## config.mk

```make
export PLATFORM = sky130hd
export DESIGN_NAME = burst_addr_seq
export DESIGN_NICKNAME = d
export VERILOG_FILES = /design/src/rtl/bas_pkg.sv /design/src/rtl/bas_burst_decode.sv /design/src/rtl/bas_addr_step.sv /design/src/rtl/bas_beat_ctr.sv /design/src/rtl/burst_addr_seq.sv
export SDC_FILE = /design/constraint.sdc
export NUM_CORES = 1
export LEC_CHECK = 0
export ABC_AREA = 1
export CAP_MARGIN = 10
export CORE_UTILIZATION = 56
export CTS_CLUSTER_DIAMETER = 150
export DETAILED_ROUTE_END_ITERATION = 16
export PLACE_DENSITY = 0.87
export SLEW_MARGIN = 25
export SYNTH_ARGS = -nofsm -noshare
export SYNTH_HDL_FRONTEND = slang
export SYNTH_SLANG_ARGS = --single-unit
```

## constraint.sdc

```tcl
create_clock -name clk -period 3.33 [get_ports clk]
set_input_delay 0.8325 -clock clk [delete_from_list [all_inputs] [get_ports clk]]
set_output_delay 0.8325 -clock clk [all_outputs]
set_load 0.05 [all_outputs]
```

## src/rtl/bas_pkg.sv

```systemverilog
package bas_pkg;

  localparam int unsigned BEAT_MAX    = 16;
  localparam int unsigned CNT_W       = $clog2(BEAT_MAX + 1);
  localparam int unsigned LEN_LOG_MAX = $clog2(BEAT_MAX);

  typedef enum logic [1:0] {
    LEN_1  = 2'd0,
    LEN_4  = 2'd1,
    LEN_8  = 2'd2,
    LEN_16 = 2'd3
  } len_sel_e;

  typedef struct packed {
    logic     wrap;
    len_sel_e len;
  } burst_code_t;

  function automatic int unsigned len_log_of(len_sel_e sel);
    case (sel)
      LEN_4:   return 2;
      LEN_8:   return 3;
      LEN_16:  return 4;
      default: return 0;
    endcase
  endfunction

  function automatic int unsigned beats_of(len_sel_e sel);
    return 32'd1 << len_log_of(sel);
  endfunction

endpackage

```

## src/rtl/bas_burst_decode.sv

```systemverilog
module bas_burst_decode
  import bas_pkg::*;
#(
  parameter int SIZE_W = 2,
  parameter int WLOG_W = 3
) (
  input  logic [SIZE_W-1:0] size_i,
  input  logic [2:0]        burst_i,
  output logic [CNT_W-1:0]  beats_o,
  output logic              wrap_o,
  output logic [WLOG_W-1:0] wlog_o
);

  burst_code_t code;

  always_comb begin
    code    = burst_code_t'(burst_i);
    wrap_o  = code.wrap;
    beats_o = CNT_W'(beats_of(code.len));
    // window is beats * bytes, both powers of two: add the exponents
    wlog_o  = WLOG_W'(size_i) + WLOG_W'(len_log_of(code.len));
  end

endmodule

```

## src/rtl/bas_addr_step.sv

```systemverilog
module bas_addr_step #(
  parameter int ADDR_W = 32,
  parameter int SIZE_W = 2,
  parameter int WLOG_W = 3
) (
  input  logic [ADDR_W-1:0] cur_i,
  input  logic [SIZE_W-1:0] size_i,
  input  logic              wrap_i,
  input  logic [WLOG_W-1:0] wlog_i,
  output logic [ADDR_W-1:0] bytes_o,
  output logic [ADDR_W-1:0] low_mask_o,
  output logic [ADDR_W-1:0] nxt_o
);

  function automatic logic [ADDR_W-1:0] bytes_of(logic [SIZE_W-1:0] sz);
    return ADDR_W'(1) << sz;
  endfunction

  function automatic logic [ADDR_W-1:0] mask_of(logic [WLOG_W-1:0] wl);
    return ~({ADDR_W{1'b1}} << wl);
  endfunction

  function automatic logic [ADDR_W-1:0] advance_addr(
    logic [ADDR_W-1:0] cur,
    logic [ADDR_W-1:0] step,
    logic [ADDR_W-1:0] lmask,
    logic              wrap
  );
    logic [ADDR_W-1:0] sum;
    sum = cur + step;
    if (wrap) return (cur & ~lmask) | (sum & lmask);
    return sum;
  endfunction

  always_comb begin
    bytes_o    = bytes_of(size_i);
    low_mask_o = mask_of(wlog_i);
    nxt_o      = advance_addr(cur_i, bytes_o, low_mask_o, wrap_i);
  end

endmodule

```

## src/rtl/bas_beat_ctr.sv

```systemverilog
module bas_beat_ctr
  import bas_pkg::*;
(
  input  logic             clk,
  input  logic             rst,
  input  logic             load_i,
  input  logic [CNT_W-1:0] load_beats_i,
  input  logic             adv_i,
  output logic [CNT_W-1:0] count_o,
  output logic             last_o,
  output logic             step_o
);

  logic [CNT_W-1:0] count_q;
  logic             last_q;
  logic             adv_take;
  logic             finish;

  assign adv_take = adv_i && !load_i && (count_q != '0);
  assign step_o   = adv_take && (count_q > CNT_W'(1));
  assign finish   = adv_take && (count_q == CNT_W'(1));

  always_ff @(posedge clk) begin
    if (rst) begin
      count_q <= '0;
      last_q  <= 1'b0;
    end else if (load_i) begin
      count_q <= load_beats_i;
      last_q  <= (load_beats_i == CNT_W'(1));
    end else if (step_o) begin
      count_q <= count_q - CNT_W'(1);
      last_q  <= (count_q == CNT_W'(2));
    end else if (finish) begin
      count_q <= '0;
      last_q  <= 1'b0;
    end
  end

  assign count_o = count_q;
  assign last_o  = last_q;

  p_last_flag_r5: assert property (@(posedge clk) disable iff (rst)
    last_q == (count_q == CNT_W'(1)))
    else $error("last flag disagrees with beat count");

  p_count_dec_r5: assert property (@(posedge clk) disable iff (rst)
    step_o |=> count_q == $past(count_q) - CNT_W'(1))
    else $error("beat count did not drop by one");

  p_finish_r6: assert property (@(posedge clk) disable iff (rst)
    finish |=> (count_q == '0) && !last_q)
    else $error("burst did not close on final advance");

  p_load_wins_r7: assert property (@(posedge clk) disable iff (rst)
    (load_i && adv_i) |=> count_q == $past(load_beats_i))
    else $error("advance overrode a load");

endmodule

```

## src/rtl/burst_addr_seq.sv

```systemverilog
module burst_addr_seq
  import bas_pkg::*;
#(
  parameter int ADDR_W = 32,
  parameter int SIZE_W = 2
) (
  input  logic              clk,
  input  logic              rst,
  input  logic              load_i,
  input  logic [ADDR_W-1:0] start_addr_i,
  input  logic [SIZE_W-1:0] size_i,
  input  logic [2:0]        burst_i,
  input  logic              advance_i,
  output logic [ADDR_W-1:0] addr_o,
  output logic [CNT_W-1:0]  beats_left_o,
  output logic              last_o
);

  localparam int WLOG_W = $clog2((1 << SIZE_W) + LEN_LOG_MAX);

  logic [CNT_W-1:0]  dec_beats;
  logic              dec_wrap;
  logic [WLOG_W-1:0] dec_wlog;

  logic [SIZE_W-1:0] size_q;
  logic              wrap_q;
  logic [WLOG_W-1:0] wlog_q;
  logic [ADDR_W-1:0] addr_q;

  logic [ADDR_W-1:0] step_bytes;
  logic [ADDR_W-1:0] low_mask;
  logic [ADDR_W-1:0] addr_nxt;
  logic              step;

  bas_burst_decode #(.SIZE_W(SIZE_W), .WLOG_W(WLOG_W)) u_decode (
    .size_i  (size_i),
    .burst_i (burst_i),
    .beats_o (dec_beats),
    .wrap_o  (dec_wrap),
    .wlog_o  (dec_wlog)
  );

  bas_addr_step #(.ADDR_W(ADDR_W), .SIZE_W(SIZE_W), .WLOG_W(WLOG_W)) u_step (
    .cur_i      (addr_q),
    .size_i     (size_q),
    .wrap_i     (wrap_q),
    .wlog_i     (wlog_q),
    .bytes_o    (step_bytes),
    .low_mask_o (low_mask),
    .nxt_o      (addr_nxt)
  );

  bas_beat_ctr u_ctr (
    .clk          (clk),
    .rst          (rst),
    .load_i       (load_i),
    .load_beats_i (dec_beats),
    .adv_i        (advance_i),
    .count_o      (beats_left_o),
    .last_o       (last_o),
    .step_o       (step)
  );

  always_ff @(posedge clk) begin
    if (rst) begin
      size_q <= '0;
      wrap_q <= 1'b0;
      wlog_q <= '0;
    end else if (load_i) begin
      size_q <= size_i;
      wrap_q <= dec_wrap;
      wlog_q <= dec_wlog;
    end
  end

  always_ff @(posedge clk) begin
    if (rst)         addr_q <= '0;
    else if (load_i) addr_q <= start_addr_i;
    else if (step)   addr_q <= addr_nxt;
  end

  assign addr_o = addr_q;

  p_reset_r1: assert property (@(posedge clk)
    rst |=> (addr_q == '0) && (beats_left_o == '0) && !last_o)
    else $error("reset state wrong");

  p_load_r2: assert property (@(posedge clk) disable iff (rst)
    load_i |=> (addr_q == $past(start_addr_i)) && (beats_left_o == $past(dec_beats)))
    else $error("load not captured");

  p_incr_step_r3: assert property (@(posedge clk) disable iff (rst)
    (step && !wrap_q) |=> addr_q == $past(addr_q) + $past(step_bytes))
    else $error("incrementing step wrong");

  p_wrap_upper_r4: assert property (@(posedge clk) disable iff (rst)
    (step && wrap_q) |=> ((addr_q ^ $past(addr_q)) & ~$past(low_mask)) == '0)
    else $error("wrap disturbed bits above the window");

  p_wrap_low_r4: assert property (@(posedge clk) disable iff (rst)
    (step && wrap_q) |=>
      (addr_q & $past(low_mask)) == (($past(addr_q) + $past(step_bytes)) & $past(low_mask)))
    else $error("wrap offset wrong");

  p_hold_r6: assert property (@(posedge clk) disable iff (rst)
    (!load_i && !step) |=> $stable(addr_q))
    else $error("address moved without an accepted advance");

endmodule

```

* After elaboration in Yosys (flattened, before gate mapping) *
Index checks and enable logic that the tools add are counted.

cells by class
  add/subtract/negate cells = 3
  multiply operators = 0
  divide/modulo/power cells = 0
  $lt $le $gt $ge = 1
  eq/ne operators = 6
  shift-type cells = 3
  mux-type cells = 12
  bitwise gates (word level) = 5
  reductions and logical operators = 8

operators by type and width
  kind                     count
  $mux W32                 4
  $and A32 B32 Y32         2
  $not A32 Y32             2
  $add A32 B32 Y32         1
  $or A32 B32 Y32          1
  $shl A1 B2 Y32 const A   1
  $shl A32 B3 Y32 const A  1
  $mux W5                  3
  $eq A5 B1 Y1 const B     2
  $pmux W3 S3              1
  $eq A5 B2 Y1 const B     1
  $gt A5 B1 Y1 const B     1
  $reduce_bool A5 Y1       1
  $shl A1 B3 Y5 const A    1
  $sub A5 B1 Y5 const B    1
  $eq A2 B2 Y1 const B     2
  $logic_and A1 B1 Y1      4
  $mux W1                  4
  $add A2 B3 Y3            1
  $reduce_bool A3 Y1       1
  $eq A2 B1 Y1 const B     1
  $reduce_bool A2 Y1       1
  $logic_not A1 Y1         1

storage, ports and cells
  register bits = 44
  latch bits = 0
  bits in writable memories = 0
  bits in read-only memories = 0
  input bits = 41
  output and inout port bits = 38
  word-level logic and storage cells = 44
  memories = 0

* Logic depth before layout (Yosys ltp) *
  depth in word-level cells = 9
  gate-level depth with buffers = 13
  gate-level depth less buffers = 13

* Modules after synthesis *
Synthesis repeated with hierarchy kept, for this count alone.

unflattened totals
  cell total of the unflattened synthesis = 690
  area, all modules = 4144.0 um^2

by module, submodules not included
  module            times used  cells an instance  area an instance (um^2)  seq. area each (um^2)
  bas_addr_step     1           321                1762.9                   0.0
  burst_addr_seq    1           270                1750.4                   760.7
  bas_beat_ctr      1           82                 489.2                    120.1
  bas_burst_decode  1           17                 141.4                    0.0

* Worst setup path before layout *
OpenSTA, ideal clock, no wires.

  kind = register to register
  start = register (tool-made name)
  end = register addr_q[16] (netlist: addr_o[16])
  setup time = 116 ps
  data arrival time = 1912 ps
  setup slack = 1303 ps
  cell stages (with the launch flop) = 12
  clock period less this slack = 2027 ps
  cell sequence = dfxtp_1 -> ha_1 -> fa_1 -> nand2_1 -> nand2_1 -> nand2_2 -> nor3_1 -> nand2_1 -> nand2_1 -> nor2_1 -> nor2_1 -> nor2_1

RTL lines
  element               RTL line              RTL
  to (signal assigned)  burst_addr_seq.sv:78  else if (load_i) addr_q <= start_addr_i;
  to (signal assigned)  burst_addr_seq.sv:79  else if (step) addr_q <= addr_nxt;
  to (decl)             burst_addr_seq.sv:28  logic [ADDR_W-1:0] addr_q;

==> run metrics <==
slowest CP cell clkdlybuf4s50_1; Min-Delay Path Class flip-flop to flip-flop; synthesized instance count 630; vias in the first global route 3852; clock sinks 44; Worst Clk Skew 8.33 ps; CP startpoint kind flip-flop; FF-to-FF Start size_q[1]; setup bufs post-CTS 0; Hold-fix buffers, CTS 0; setup_tns 0 ps; Die Area 7010 µm²; most common cell after layout, fill and taps aside nand2_1; post_cts resized 0; total wire length 10500 µm; Worst EP arrival 1660 ps; Port Buffer Count 78; Tcrit/Tclk final 0.747; Pre-Repair DR Iteration Count 5; cell depth of the worst flop-to-flop path 12; CTS tree yes; Yosys top cell by area dfxtp_1; PwrDens 362 nW/µm²; via count 4177; post-route setup slack 842 ps; Synth Warn # 0; Peak VDD IR 0.258 mV; Die Span X 83.7 µm; antenna cells 0; FP Rows 29; MaxCap Viol Count 0; vias per inst 5.34; Synth top area share 0.235; Cell Chain, Critical Path clkdlybuf4s50_1; sequential fraction of the synthesis area 0.235; synthesized area per cell 5.94 µm²; worst endpoint required time 2500 ps; Avg WL per Cell 13.4 µm; total global routing overflow 0; setup violators final 0; Yosys reg bits 44; CTS root buffer clkbuf_8; Worst Setup End Kind primary output; Starting Density 0.586; Worst Path Buf+Inv 1; H-tree level count 2; Post-Layout Cell Count 782; crit path capture addr_o[4]; post-layout util 0.732; IO Pins 79; placed insts 774; Reg clk slew, reported paths 90 ps; hpwl dp 7920 µm; top cells by area, synth dfxtp_1 24%, nand2_1 20%, inv_1 10%; crit path kind flip-flop to primary output; clock period minus worst slack 2490 ps; Clock Path Buffers 2; Area Overhead vs Synth 24.9%; CP max stage delay 870 ps; Final Max Slew Viols 0; Final Hold Viols 0; Starting DRT DRC Count 234; GRT Overall Usage 0.304; first-pass GRT wire length 17400 µm; CTS buffer count 5; commonest non-fill, non-tap cells in the layout 201 x nand2_1, 101 x inv_1, 80 x nor2_1; antenna viol nets, final 0; CP Depth 1; R2R setup slack 1240 ps; Residual DRC 0; crit path max fanout 7; Worst-Skew Late Latency 310 ps; initial antenna violation count 0; routability cong. 0.954; worst slew pin tran 502 ps; CP delay by family, top buffers and inverters; library cells used by synthesis 36; layout cells sized above 1 0.0794; worst r2r dst addr_o[22]; Place WS 660 ps; Die Y 83.7 µm; Slew HR 0.665; CORE AREA 6390 µm²; Fmax 402 MHz; status finished, final reports clean; Post-Syn Area 3740 µm²; synthesized net count 686; largest net degree at the start of global routing 46; Nets 760; Leak 2.29 nW; RSZ-0062 raised after global routing false
==> power by group <==
part,internal [mW],switching [mW]
clock,0.265,0.205
sequential,0.571,0.0643
combinational,0.215,0.371
total,1.05,0.641
==> kinds of logic (layout without fill, tap and decap cells) <==
| kind of cell | after synthesis | after routing | synth area share |
|---|---|---|---|
| simple gates | 373 | 373 | 0.432 |
| flops | 44 | 44 | 0.235 |
| buf+inv | 121 | 196 | 0.136 |
| fa+ha+maj | 15 | 15 | 0.0542 |
| compound gates | 72 | 72 | 0.130 |
| xor+xnor | 5 | 5 | 0.0117 |
==> how the worst min path moves through the flow <==
stage | start | end | slack, ps | cells past startpoint
global placement | u_ctr.count_o[3] | u_ctr.count_o[3] | 490 | 2
detailed placement | flip-flop | flip-flop | 490 | 2
CTS | flip-flop | flip-flop | 500 | 2
global route | flip-flop | flip-flop | 540 | 2
floorplan | size_q[0] | size_q[0] | 470 | 2
finish | flip-flop | flip-flop | 500 | 2
==> metrics by stage <==
stage               power, mW  hold slack, ps  area [µm²]
global route             1.77             537        4670
CTS                      1.69             504        4670
detailed placement       1.23             489        4550
global placement         1.21             488        4550
finish                   1.69             502        4670
floorplan                1.04             475        3740
==> cell usage after synthesis, drive strengths merged <==
cell type,n
o32ai,1
clkbuf,5
inv,104
nand2,207
nor2,86
a31oi,1
ha,13
xor2,3
dfxtp,44
o22ai,1
buf,12
a21boi,3
nor3,2
nand3,62
nand4,13
o21ai,21
nand3b,1
a21oi,41
fa,2
xnor2,2
and2,2
o211ai,4
==> cell type report <==
| class | count | area, µm² |
|---|---|---|
| clock buffers | 7 | 96.3 |
| well taps | 77 | 96.3 |
| repair buffers | 84 | 826 |
| multi-input cells | 465 | 2350 |
| inverters | 104 | 395 |
| fillers | 552 | 1710 |
| clock inverters | 1 | 30.0 |
| flip-flops and latches | 44 | 881 |
==> routing by layer <==
layer / part of all wire / global-route usage
met1: 0.45 / 0.382
met2: 0.47 / 0.528
met3: 0.059 / 0.0415
met5: 0 / 0
met4: 0.027 / 0.112
Power figures use the tool's default switching activity.
